===== src/rtl/pmb_pkg.sv =====
package pmb_pkg;

    // Word index (byte address bits 5:2) of each register.
    localparam logic [3:0] W_ID_LO  = 4'd0;
    localparam logic [3:0] W_ID_HI  = 4'd1;
    localparam logic [3:0] W_BUSY   = 4'd2;
    localparam logic [3:0] W_RXCNT  = 4'd3;
    localparam logic [3:0] W_TXCNT  = 4'd4;
    localparam logic [3:0] W_INTCTL = 4'd5;
    localparam logic [3:0] W_INFO   = 4'd6;
    localparam logic [3:0] W_RXDAT  = 4'd7;
    localparam logic [3:0] W_TXDAT  = 4'd8;

    // Interrupt control bit positions.
    localparam int IC_TX   = 0;
    localparam int IC_RX   = 1;
    localparam int IC_TEST = 31;

    // Default identifier: "PKTMBOX1", first character in the lowest byte.
    localparam logic [63:0] DEF_DEV_ID = "1XOBMTKP";

    typedef struct packed {
        logic tx_done;
        logic rx_avail;
        logic test;
    } irq_flags_t;

endpackage


===== src/rtl/pmb_byte_buf.sv =====
module pmb_byte_buf #(
    parameter int DEPTH = 64,
    localparam int IDX_W = $clog2(DEPTH)
) (
    input  logic             clk,
    input  logic             we,
    input  logic [IDX_W-1:0] waddr,
    input  logic [7:0]       wdata,
    input  logic [IDX_W-1:0] raddr,
    output logic [7:0]       rdata
);

    logic [7:0] mem_q [DEPTH];

    always_ff @(posedge clk) begin
        if (we) begin
            mem_q[waddr] <= wdata;
        end
    end

    assign rdata = mem_q[raddr];

endmodule


===== src/rtl/pmb_irq.sv =====
module pmb_irq
    import pmb_pkg::*;
(
    input  logic        clk,
    input  logic        rst_n,
    input  logic        set_tx,
    input  logic        set_rx,
    input  logic        wr_en,
    input  logic [31:0] wdata,
    input  logic        rd_en,
    output irq_flags_t  flags,
    output logic        irq
);

    irq_flags_t f_d, f_q;

    always_comb begin
        f_d = f_q;
        // Clear-by-one first, hardware set afterwards so a set wins.
        if (wr_en && wdata[IC_TX]) f_d.tx_done  = 1'b0;
        if (wr_en && wdata[IC_RX]) f_d.rx_avail = 1'b0;
        if (set_tx)                f_d.tx_done  = 1'b1;
        if (set_rx)                f_d.rx_avail = 1'b1;
        // Test bit: self-clears on read, set by writing 1, cleared by all-zero write.
        if (rd_en)                 f_d.test = 1'b0;
        if (wr_en) begin
            if (wdata[IC_TEST])    f_d.test = 1'b1;
            else if (wdata == '0)  f_d.test = 1'b0;
        end
    end

    always_ff @(posedge clk) begin
        if (!rst_n) f_q <= '0;
        else        f_q <= f_d;
    end

    assign flags = f_q;
    assign irq   = f_q.tx_done | f_q.rx_avail | f_q.test;

endmodule


===== src/rtl/pkt_mailbox.sv =====
module pkt_mailbox
    import pmb_pkg::*;
#(
    parameter int          DEPTH     = 64,
    parameter int          MAX_COUNT = 65536,
    parameter logic [63:0] DEV_ID    = DEF_DEV_ID,
    parameter logic [31:0] INFO_WORD = 32'h0000_0005
) (
    input  logic        clk,
    input  logic        rst_n,
    input  logic [5:0]  bus_addr,
    input  logic        bus_wr,
    input  logic [31:0] bus_wdata,
    input  logic        bus_rd,
    output logic [31:0] bus_rdata,
    input  logic        rx_valid,
    input  logic [7:0]  rx_byte,
    input  logic        rx_last,
    output logic        rx_ready,
    output logic        tx_valid,
    output logic [7:0]  tx_byte,
    output logic        tx_last,
    input  logic        tx_ready,
    output logic        irq
);

    localparam int IDX_W = $clog2(DEPTH);
    localparam int PTR_W = IDX_W + 1;
    localparam int CNT_W = $clog2(MAX_COUNT + 1);

    typedef struct packed {
        logic [CNT_W-1:0] rx_cnt;
        logic [PTR_W-1:0] rx_rd;
        logic [PTR_W-1:0] rx_wr;
        logic             rx_act;
        logic [CNT_W-1:0] tx_cnt;
        logic [PTR_W-1:0] tx_wr;
        logic [PTR_W-1:0] tx_rd;
        logic             tx_send;
        logic [31:0]      rdata;
    } state_t;

    state_t     s_d, s_q;
    irq_flags_t flags;
    logic [3:0] word;
    logic       rd_rxdat, wr_txcnt, wr_txdat, wr_ic, rd_ic;
    logic       rx_take, rx_room, rx_done, tx_wr_en, tx_pop, tx_done;
    logic       busy, ic_rx;
    logic [PTR_W-1:0] rx_len;
    logic [7:0] rx_rd_byte, tx_rd_byte;

    assign word     = bus_addr[5:2];
    assign rd_rxdat = bus_rd && (word == W_RXDAT);
    assign rd_ic    = bus_rd && (word == W_INTCTL);
    assign wr_txcnt = bus_wr && (word == W_TXCNT);
    assign wr_txdat = bus_wr && (word == W_TXDAT);
    assign wr_ic    = bus_wr && (word == W_INTCTL);

    assign ic_rx    = flags.rx_avail;
    assign rx_ready = !ic_rx && (s_q.rx_cnt == '0);
    assign rx_take  = rx_valid && rx_ready;
    assign rx_room  = s_q.rx_wr < PTR_W'(DEPTH);
    assign rx_done  = rx_take && rx_last;
    assign rx_len   = rx_room ? s_q.rx_wr + PTR_W'(1) : s_q.rx_wr;

    assign tx_wr_en = wr_txdat && !s_q.tx_send && (CNT_W'(s_q.tx_wr) < s_q.tx_cnt);
    assign tx_valid = s_q.tx_send;
    assign tx_byte  = tx_rd_byte;
    assign tx_last  = s_q.tx_send && ((CNT_W'(s_q.tx_rd) + CNT_W'(1)) == s_q.tx_cnt);
    assign tx_pop   = tx_valid && tx_ready;
    assign tx_done  = tx_pop && tx_last;

    assign busy      = s_q.rx_act | s_q.tx_send;
    assign bus_rdata = s_q.rdata;

    pmb_byte_buf #(.DEPTH(DEPTH)) i_rx_buf (
        .clk   (clk),
        .we    (rx_take && rx_room),
        .waddr (s_q.rx_wr[IDX_W-1:0]),
        .wdata (rx_byte),
        .raddr (s_q.rx_rd[IDX_W-1:0]),
        .rdata (rx_rd_byte)
    );

    pmb_byte_buf #(.DEPTH(DEPTH)) i_tx_buf (
        .clk   (clk),
        .we    (tx_wr_en),
        .waddr (s_q.tx_wr[IDX_W-1:0]),
        .wdata (bus_wdata[7:0]),
        .raddr (s_q.tx_rd[IDX_W-1:0]),
        .rdata (tx_rd_byte)
    );

    pmb_irq i_irq (
        .clk    (clk),
        .rst_n  (rst_n),
        .set_tx (tx_done),
        .set_rx (rx_done),
        .wr_en  (wr_ic),
        .wdata  (bus_wdata),
        .rd_en  (rd_ic),
        .flags  (flags),
        .irq    (irq)
    );

    always_comb begin
        s_d = s_q;

        // Receive side: fill buffer, publish length on the last byte.
        if (rx_take) begin
            s_d.rx_act = 1'b1;
            if (rx_room) s_d.rx_wr = s_q.rx_wr + PTR_W'(1);
            if (rx_last) begin
                s_d.rx_cnt = CNT_W'(rx_len);
                s_d.rx_wr  = '0;
                s_d.rx_rd  = '0;
                s_d.rx_act = 1'b0;
            end
        end
        if (rd_rxdat && (s_q.rx_cnt != '0)) begin
            s_d.rx_cnt = s_q.rx_cnt - CNT_W'(1);
            s_d.rx_rd  = s_q.rx_rd + PTR_W'(1);
        end

        // Transmit side: count, fill, stream.
        if (wr_txcnt && !s_q.tx_send) begin
            s_d.tx_cnt = (bus_wdata > 32'(DEPTH)) ? CNT_W'(DEPTH) : CNT_W'(bus_wdata);
            s_d.tx_wr  = '0;
        end
        if (tx_wr_en) begin
            s_d.tx_wr = s_q.tx_wr + PTR_W'(1);
            if ((CNT_W'(s_q.tx_wr) + CNT_W'(1)) == s_q.tx_cnt) begin
                s_d.tx_send = 1'b1;
                s_d.tx_rd   = '0;
            end
        end
        if (tx_pop) begin
            if (tx_last) begin
                s_d.tx_send = 1'b0;
                s_d.tx_cnt  = '0;
                s_d.tx_wr   = '0;
                s_d.tx_rd   = '0;
            end else begin
                s_d.tx_rd = s_q.tx_rd + PTR_W'(1);
            end
        end

        // Registered read data.
        if (bus_rd) begin
            case (word)
                W_ID_LO:  s_d.rdata = DEV_ID[31:0];
                W_ID_HI:  s_d.rdata = DEV_ID[63:32];
                W_BUSY:   s_d.rdata = {31'd0, busy};
                W_RXCNT:  s_d.rdata = 32'(s_q.rx_cnt);
                W_TXCNT:  s_d.rdata = 32'(s_q.tx_cnt);
                W_INTCTL: s_d.rdata = {flags.test, 29'd0, flags.rx_avail, flags.tx_done};
                W_INFO:   s_d.rdata = INFO_WORD;
                W_RXDAT:  s_d.rdata = (s_q.rx_cnt != '0) ? {24'd0, rx_rd_byte} : 32'd0;
                default:  s_d.rdata = 32'd0;
            endcase
        end
    end

    always_ff @(posedge clk) begin
        if (!rst_n) s_q <= '0;
        else        s_q <= s_d;
    end

endmodule


===== config.mk =====
export PLATFORM = sky130hd
export DESIGN_NAME = pkt_mailbox
export DESIGN_NICKNAME = d
export VERILOG_FILES = /design/src/rtl/pmb_pkg.sv /design/src/rtl/pmb_byte_buf.sv /design/src/rtl/pmb_irq.sv /design/src/rtl/pkt_mailbox.sv
export SDC_FILE = /design/constraint.sdc
export NUM_CORES = 1
export LEC_CHECK = 0
export CELL_PAD_IN_SITES_DETAIL_PLACEMENT = 1
export CELL_PAD_IN_SITES_GLOBAL_PLACEMENT = 2
export CORE_MARGIN = 2
export CORE_UTILIZATION = 42
export DETAILED_ROUTE_END_ITERATION = 10
export PLACE_DENSITY = 0.73
export SETUP_SLACK_MARGIN = 0.3
export SYNTH_ARGS = -nofsm -noshare
export SYNTH_HDL_FRONTEND = slang
export SYNTH_SLANG_ARGS = --single-unit

===== constraint.sdc =====
create_clock -name clk -period 5.25 [get_ports clk]
set_clock_uncertainty 0.1 [all_clocks]
set_input_delay 0.7875 -clock clk [delete_from_list [all_inputs] [get_ports clk]]
set_output_delay 0.7875 -clock clk [all_outputs]
set_load 0.005 [all_outputs]

======== Word level (Yosys, flattened, before mapping) ========
Memory sizes are Yosys's and may differ from the RTL's. A register that Yosys moved wholly into a read port is not among the register bits.
Cells that the tools add are included.
cells by class
  $add $sub $neg .......................... 7
  $lt $le $gt $ge ......................... 3
  equal/unequal tests ..................... 10
  multiplexer cells ....................... 30
  bitwise logic cells ..................... 3
  reductions and logical operators ........ 32
operators by type and width
  operator               number
  $pmux 32 s8            1
  $mux 32                3
  $mux 24                3
  $eq 8x17->1            2
  $gt 32x7->1 const B    1
  $logic_not 32->1       1
  $add 7x1->7 const B    4
  $mux 6                 4
  $logic_and 1x1->1      18
  $logic_not 17->1       1
  $lt 7x17->1            1
  $mux 17                1
  $reduce_bool 17->1     1
  $sub 17x1->17 const B  1
  $add 7x1->8 const B    2
  $eq 4x3->1 const B     4
  $mux 8                 2
  $mux 15                1
  $mux 7                 2
  $mux 1                 13
  $reduce_bool 2->1      6
  $eq 4x2->1 const B     2
  $lt 7x7->1 const B     1
  $eq 4x1->1 const B     1
  other kinds (5)        9
storage, ports and cells
  register bits after elaboration ......... 99
  bits in writable memories ............... 1024
  bits of input ports ..................... 53
  output and inout bits ................... 44
  memories ................................ 2
memories
  memory          words  bits a word  read ports  clocked after memory_dff  write ports  line                source
  i_rx_buf.mem_q  64     8            1           1                         1            pmb_byte_buf.sv:13  logic [7:0] mem_q [DEPTH];
  i_tx_buf.mem_q  64     8            1           1                         1            pmb_byte_buf.sv:13

======== Depth between registers and ports, before layout ========
  depth in word-level cells ............... 9
  gate-level depth with buffers ........... 11
  mapped depth without buffers ............ 8

======== By module ========
A second synthesis with hierarchy kept.
unflattened totals
  cells, all modules ...................... 2501
  area total of the unflattened synthesis .. 45145.8 um2
modules (own cells, without submodules)
  module        times used  cells an instance  area each (um2)  seq. area each (um2)
  pmb_byte_buf  2           932                20006.7          15374.7
  pkt_mailbox   1           613                4944.7           1681.6
  pmb_irq       1           24                 187.7            60.1

======== Worst setup path before layout ========
OpenSTA, ideal clock, no wires.
  path type ............................... reg-to-reg
  from .................................... register s_q[53] in the netlist's numbering
  to ...................................... memory i_tx_buf.mem_q[22][0], enable pin
  data arrival time ....................... 2.841 ns
  data required time ...................... 4.780 ns
  slack ................................... 1.938 ns
  cell stages (with the launch flop) ...... 10
  path buffers ............................ 1
  period minus slack after synthesis ...... 3.312 ns
  cell sequence ........................... dfxtp_1 > inv_1 > ha_1 > a211o_1 > o221a_2 > o311a_1 > or2_2 > or4b_2 > clkbuf_1 > nor2_1
between the ends
  longest elaborated chain between the ends .. 4
ends and longest elaborated chain
  item                          line                source
  start: declaration            pkt_mailbox.sv:43   state_t s_d, s_q;
  start signal: assignment      pkt_mailbox.sv:165  if (!rst_n) s_q <= '0;
  start signal: assignment      pkt_mailbox.sv:166  else s_q <= s_d;
  $lt 7x17->1                   pkt_mailbox.sv:66   assign tx_wr_en = wr_txdat && !s_q.tx_send && (CNT_W'(s_q.tx_wr) < s_q.tx_cnt);
  $logic_and 1x1->1             pkt_mailbox.sv:66
  $mux 1                        pmb_byte_buf.sv:16  if (we) begin
  $mux 1 (not written as such)  pmb_byte_buf.sv:17  mem_q[waddr] <= wdata;
  end: declaration              pmb_byte_buf.sv:13
No other way between the ends.

==> summary.md <==
| Metric | Value |
|---|---|
| Vias in the first global route | 25000 |
| Final Cycle Share | 89.3% |
| DP HPWL | 72500 microns |
| Clk sinks | 1123 |
| FP Rows | 120 |
| CTS tree | yes |
| Most frequent cell after synthesis | edfxtp_1 |
| Final wirelength | 113000 microns |
| CP delay by family, top | buffers and inverters |
| Syn_area_per_cell | 18.2 sq um |
| Hold Crit Class | input port to flip-flop |
| Area grow syn2layout | 13.3% |
| Wire per inst | 27.7 microns |
| Max Freq | 0.213 GHz |
| CP Class | flip-flop to output port |
| DRT Pass-1 Iters | 5 |
| GR Overflow Total | 0 |
| Peak supply drop | 327 uV |
| Ys flop type | edfxtp_1 |
| Util after Layout | 47.8% |
| Synth cell types | 77 |
| Initial antenna violation count | 0 |
| Ports | 97 |
| Synth Warn # | 0 |
| Worst path required time | 4.36 ns |
| Slew Viols, Final | 0 |
| Via count | 23300 |
| Final #Nets | 2635 |
| Layout cell share with drive strength beyond 1 | 19.6% |
| Height of the die | 331 microns |
| TritonCTS Buffers | 115 |
| Worst Tran Pin Value | 1.33 ns |
| Final setup margin | 0.561 ns |
| Die width | 331 microns |
| FF+latch count, synth | 1123 |
| Worst path arrival time | 3.80 ns |
| Power Dens Cells | 356 nW/um^2 |
| Die ar. | 110000 sq um |
| Synth top area cells | edfxtp_1 (68%), mux4_2 (13%), dfxtp_1 (4.4%), nor2_1 (1.7%), mux2i_1 (1.7%) |
| CTS resizes | 0 |
| Mapped Area | 45000 sq um |
| Starting Density | 42.2% |
| Clock Path Buffers | 3 |
| Fin. Hold Viols | 0 |
| Port Buffer Count | 90 |
| Rel. slew slack | 11.4% |
| Gpl congestion | 0.803 |
| Finished Cell Area | 51000 sq um |
| Max Cap Viol | 0 |
| Number of nets still failing antenna checks after routing | 0 |
| NetSw | 3.77 mW |
| Worst-skew pair later-pin latency | 0.70 ns |
| Worst slack at placement | 0.920 ns |
| Setup crit end kind | output port |
| Status | complete, no violations |
| RSZ-0062 raised after global routing | false |
| Largest stage delay, worst path | 0.57 ns |
| Number of flops mapped to enable cells by yosys | 1024 |
| Worst-path clk slew | 0.07 ns |
| Share of the synthesized area in the top cell type | 68.3% |
| Htree depth | 3 |
| Sequential share of the synthesized area | 72.7% |
| Crit-path cells | buf_12, buf_12, mux4_2, mux4_2, o22ai_1, nor2_1, clkdlybuf4s50_1 |
| Biggest area consumer among synthesized cells | edfxtp_1 |
| Worst setup SP type | flip-flop |
| Vias per Instance | 5.73 |
| Post-synth ARST share | 0% |
| Worst path slowest cell | dfxtp_4 |
| CP max FO | 33 |
| # DRC | 0 |
| Gate count of the mapped netlist | 2469 |
| Int Power | 14.4 mW |
| Top cells by count, synth | edfxtp_1 (1024), mux4_2 (262), nor2_1 (207) |
| Core area | 107000 sq um |
| Sequential power share | 54.0% |
| Total negative slack | 0 ns |
| Min cycle time layout | 4.69 ns |
| Total power | 18.1 mW |
| Final setup fails | 0 |
| Placed cell area | 47300 sq um |
| Root Driver | clkbuf_16 |
| Largest net degree at the start of global routing | 67 |
| First-pass GRT wire length | 168000 microns |
| Comb power frac | 2.3% |
| Net Sw Frac | 20.8% |
| Total track usage | 20.6% |
| Clock power frac | 43.7% |
| Buf/Inv on CP | 3 |
| Leakage power | 15.4 nW |
| 1st-iter DRT viols | 1757 |
## layout make-up
cell class,count,area [sq um]
inverters,28,105
well taps,1403,1760
clock buffers,141,3010
clock inverters,72,663
repair buffers,141,1310
flip-flops and latches,1123,32700
fillers,9909,55600
diodes,1,2.50
multi-input cells,1160,11400
## layer usage
layer	GRT usage, %	vias up	routed length, microns
met3	3.09	171	5080
met2	35.6	589	57700
met5	0	-	0
met1	27.0	12400	46800
met4	6.11	0	3010
li1	-	10200	-
## power groups by stage
stage	clock (mW)	sequential (mW)	combinational (mW)
5_1_grt	8.39	9.79	0.457
6_report	7.93	9.79	0.420
3_5_place_dp	0	9.98	0.425
4_1_cts	8.07	9.79	0.425
2_1_floorplan	0	9.97	0.175
3_3_place_gp	0	9.98	0.405
## worst register-to-register path, cell delays in order, from the launching register on
cell     delay, ns
dfxtp_1       0.54
inv_1         0.09
ha_1          0.32
a211o_1       0.32
o221a_2       0.25
o311a_1       0.13
or2_2         0.39
or4b_2        0.82
nor2_1        0.80
## registers in the layout, indices dropped and copies added, names as in the netlist, named ones only
signal and count:
bus_rdata 21, i_irq.flags 3, i_rx_buf.mem_q 512, i_tx_buf.mem_q 512
s_q 62, tx_valid 1
## layout by cell type (no fill, tap or decap), types with 31 or more instances in the layout
| cell | n |
|---|---|
| clkbuf_16 | 115 |
| mux2i_1 | 77 |
| nor2_1 | 207 |
| nand2_1 | 70 |
| clkdlybuf4s50_1 | 74 |
| edfxtp_1 | 1024 |
| dfxtp_1 | 93 |
| a22oi_1 | 55 |
| nand3_1 | 50 |
| mux4_2 | 262 |
| buf_4 | 43 |
| clkinv_1 | 31 |
| nor3_1 | 38 |
| a21oi_1 | 54 |
| o21ai_0 | 43 |
## worst paths after layout
kind                 from                    end  slack, ns  cells past startpoint
min          bus_wdata[0]   i_tx_buf.mem_q[6][0]       0.36                      1
max             flip-flop             tx_byte[6]       0.56                      7
max reg2reg       s_q[53]  i_tx_buf.mem_q[38][0]       1.12                      8
min reg2reg       s_q[64]                s_q[64]       0.36                      2
## kinds of logic (layout without fill, tap and decap cells)
family	Yosys count	count (layout)	synth area share [%]
flops	1123	1123	72.7
simple gates	509	509	5.54
mux	341	341	14.9
compound gates	260	260	3.88
buf+inv	189	382	1.96
xor+xnor	33	33	0.642
fa+ha+maj	13	13	0.361
other cells	1	5	0.00833
## per-stage QoR
stage	hold slack, ns	cells
floorplan	0.334	2472
global placement	0.364	3854
detailed placement	0.360	3854
CTS	0.304	4067
global route	0.328	4068
finish	0.358	4069
## repair_timing
action                                  4_1_cts  5_1_grt
endpoints found under the hold margin         0        0
endpoints found under the setup margin        0        8
buffers inserted                              0        1
hold buffers                                  0        0
No activity file was read; power rests on OpenSTA's default activity.
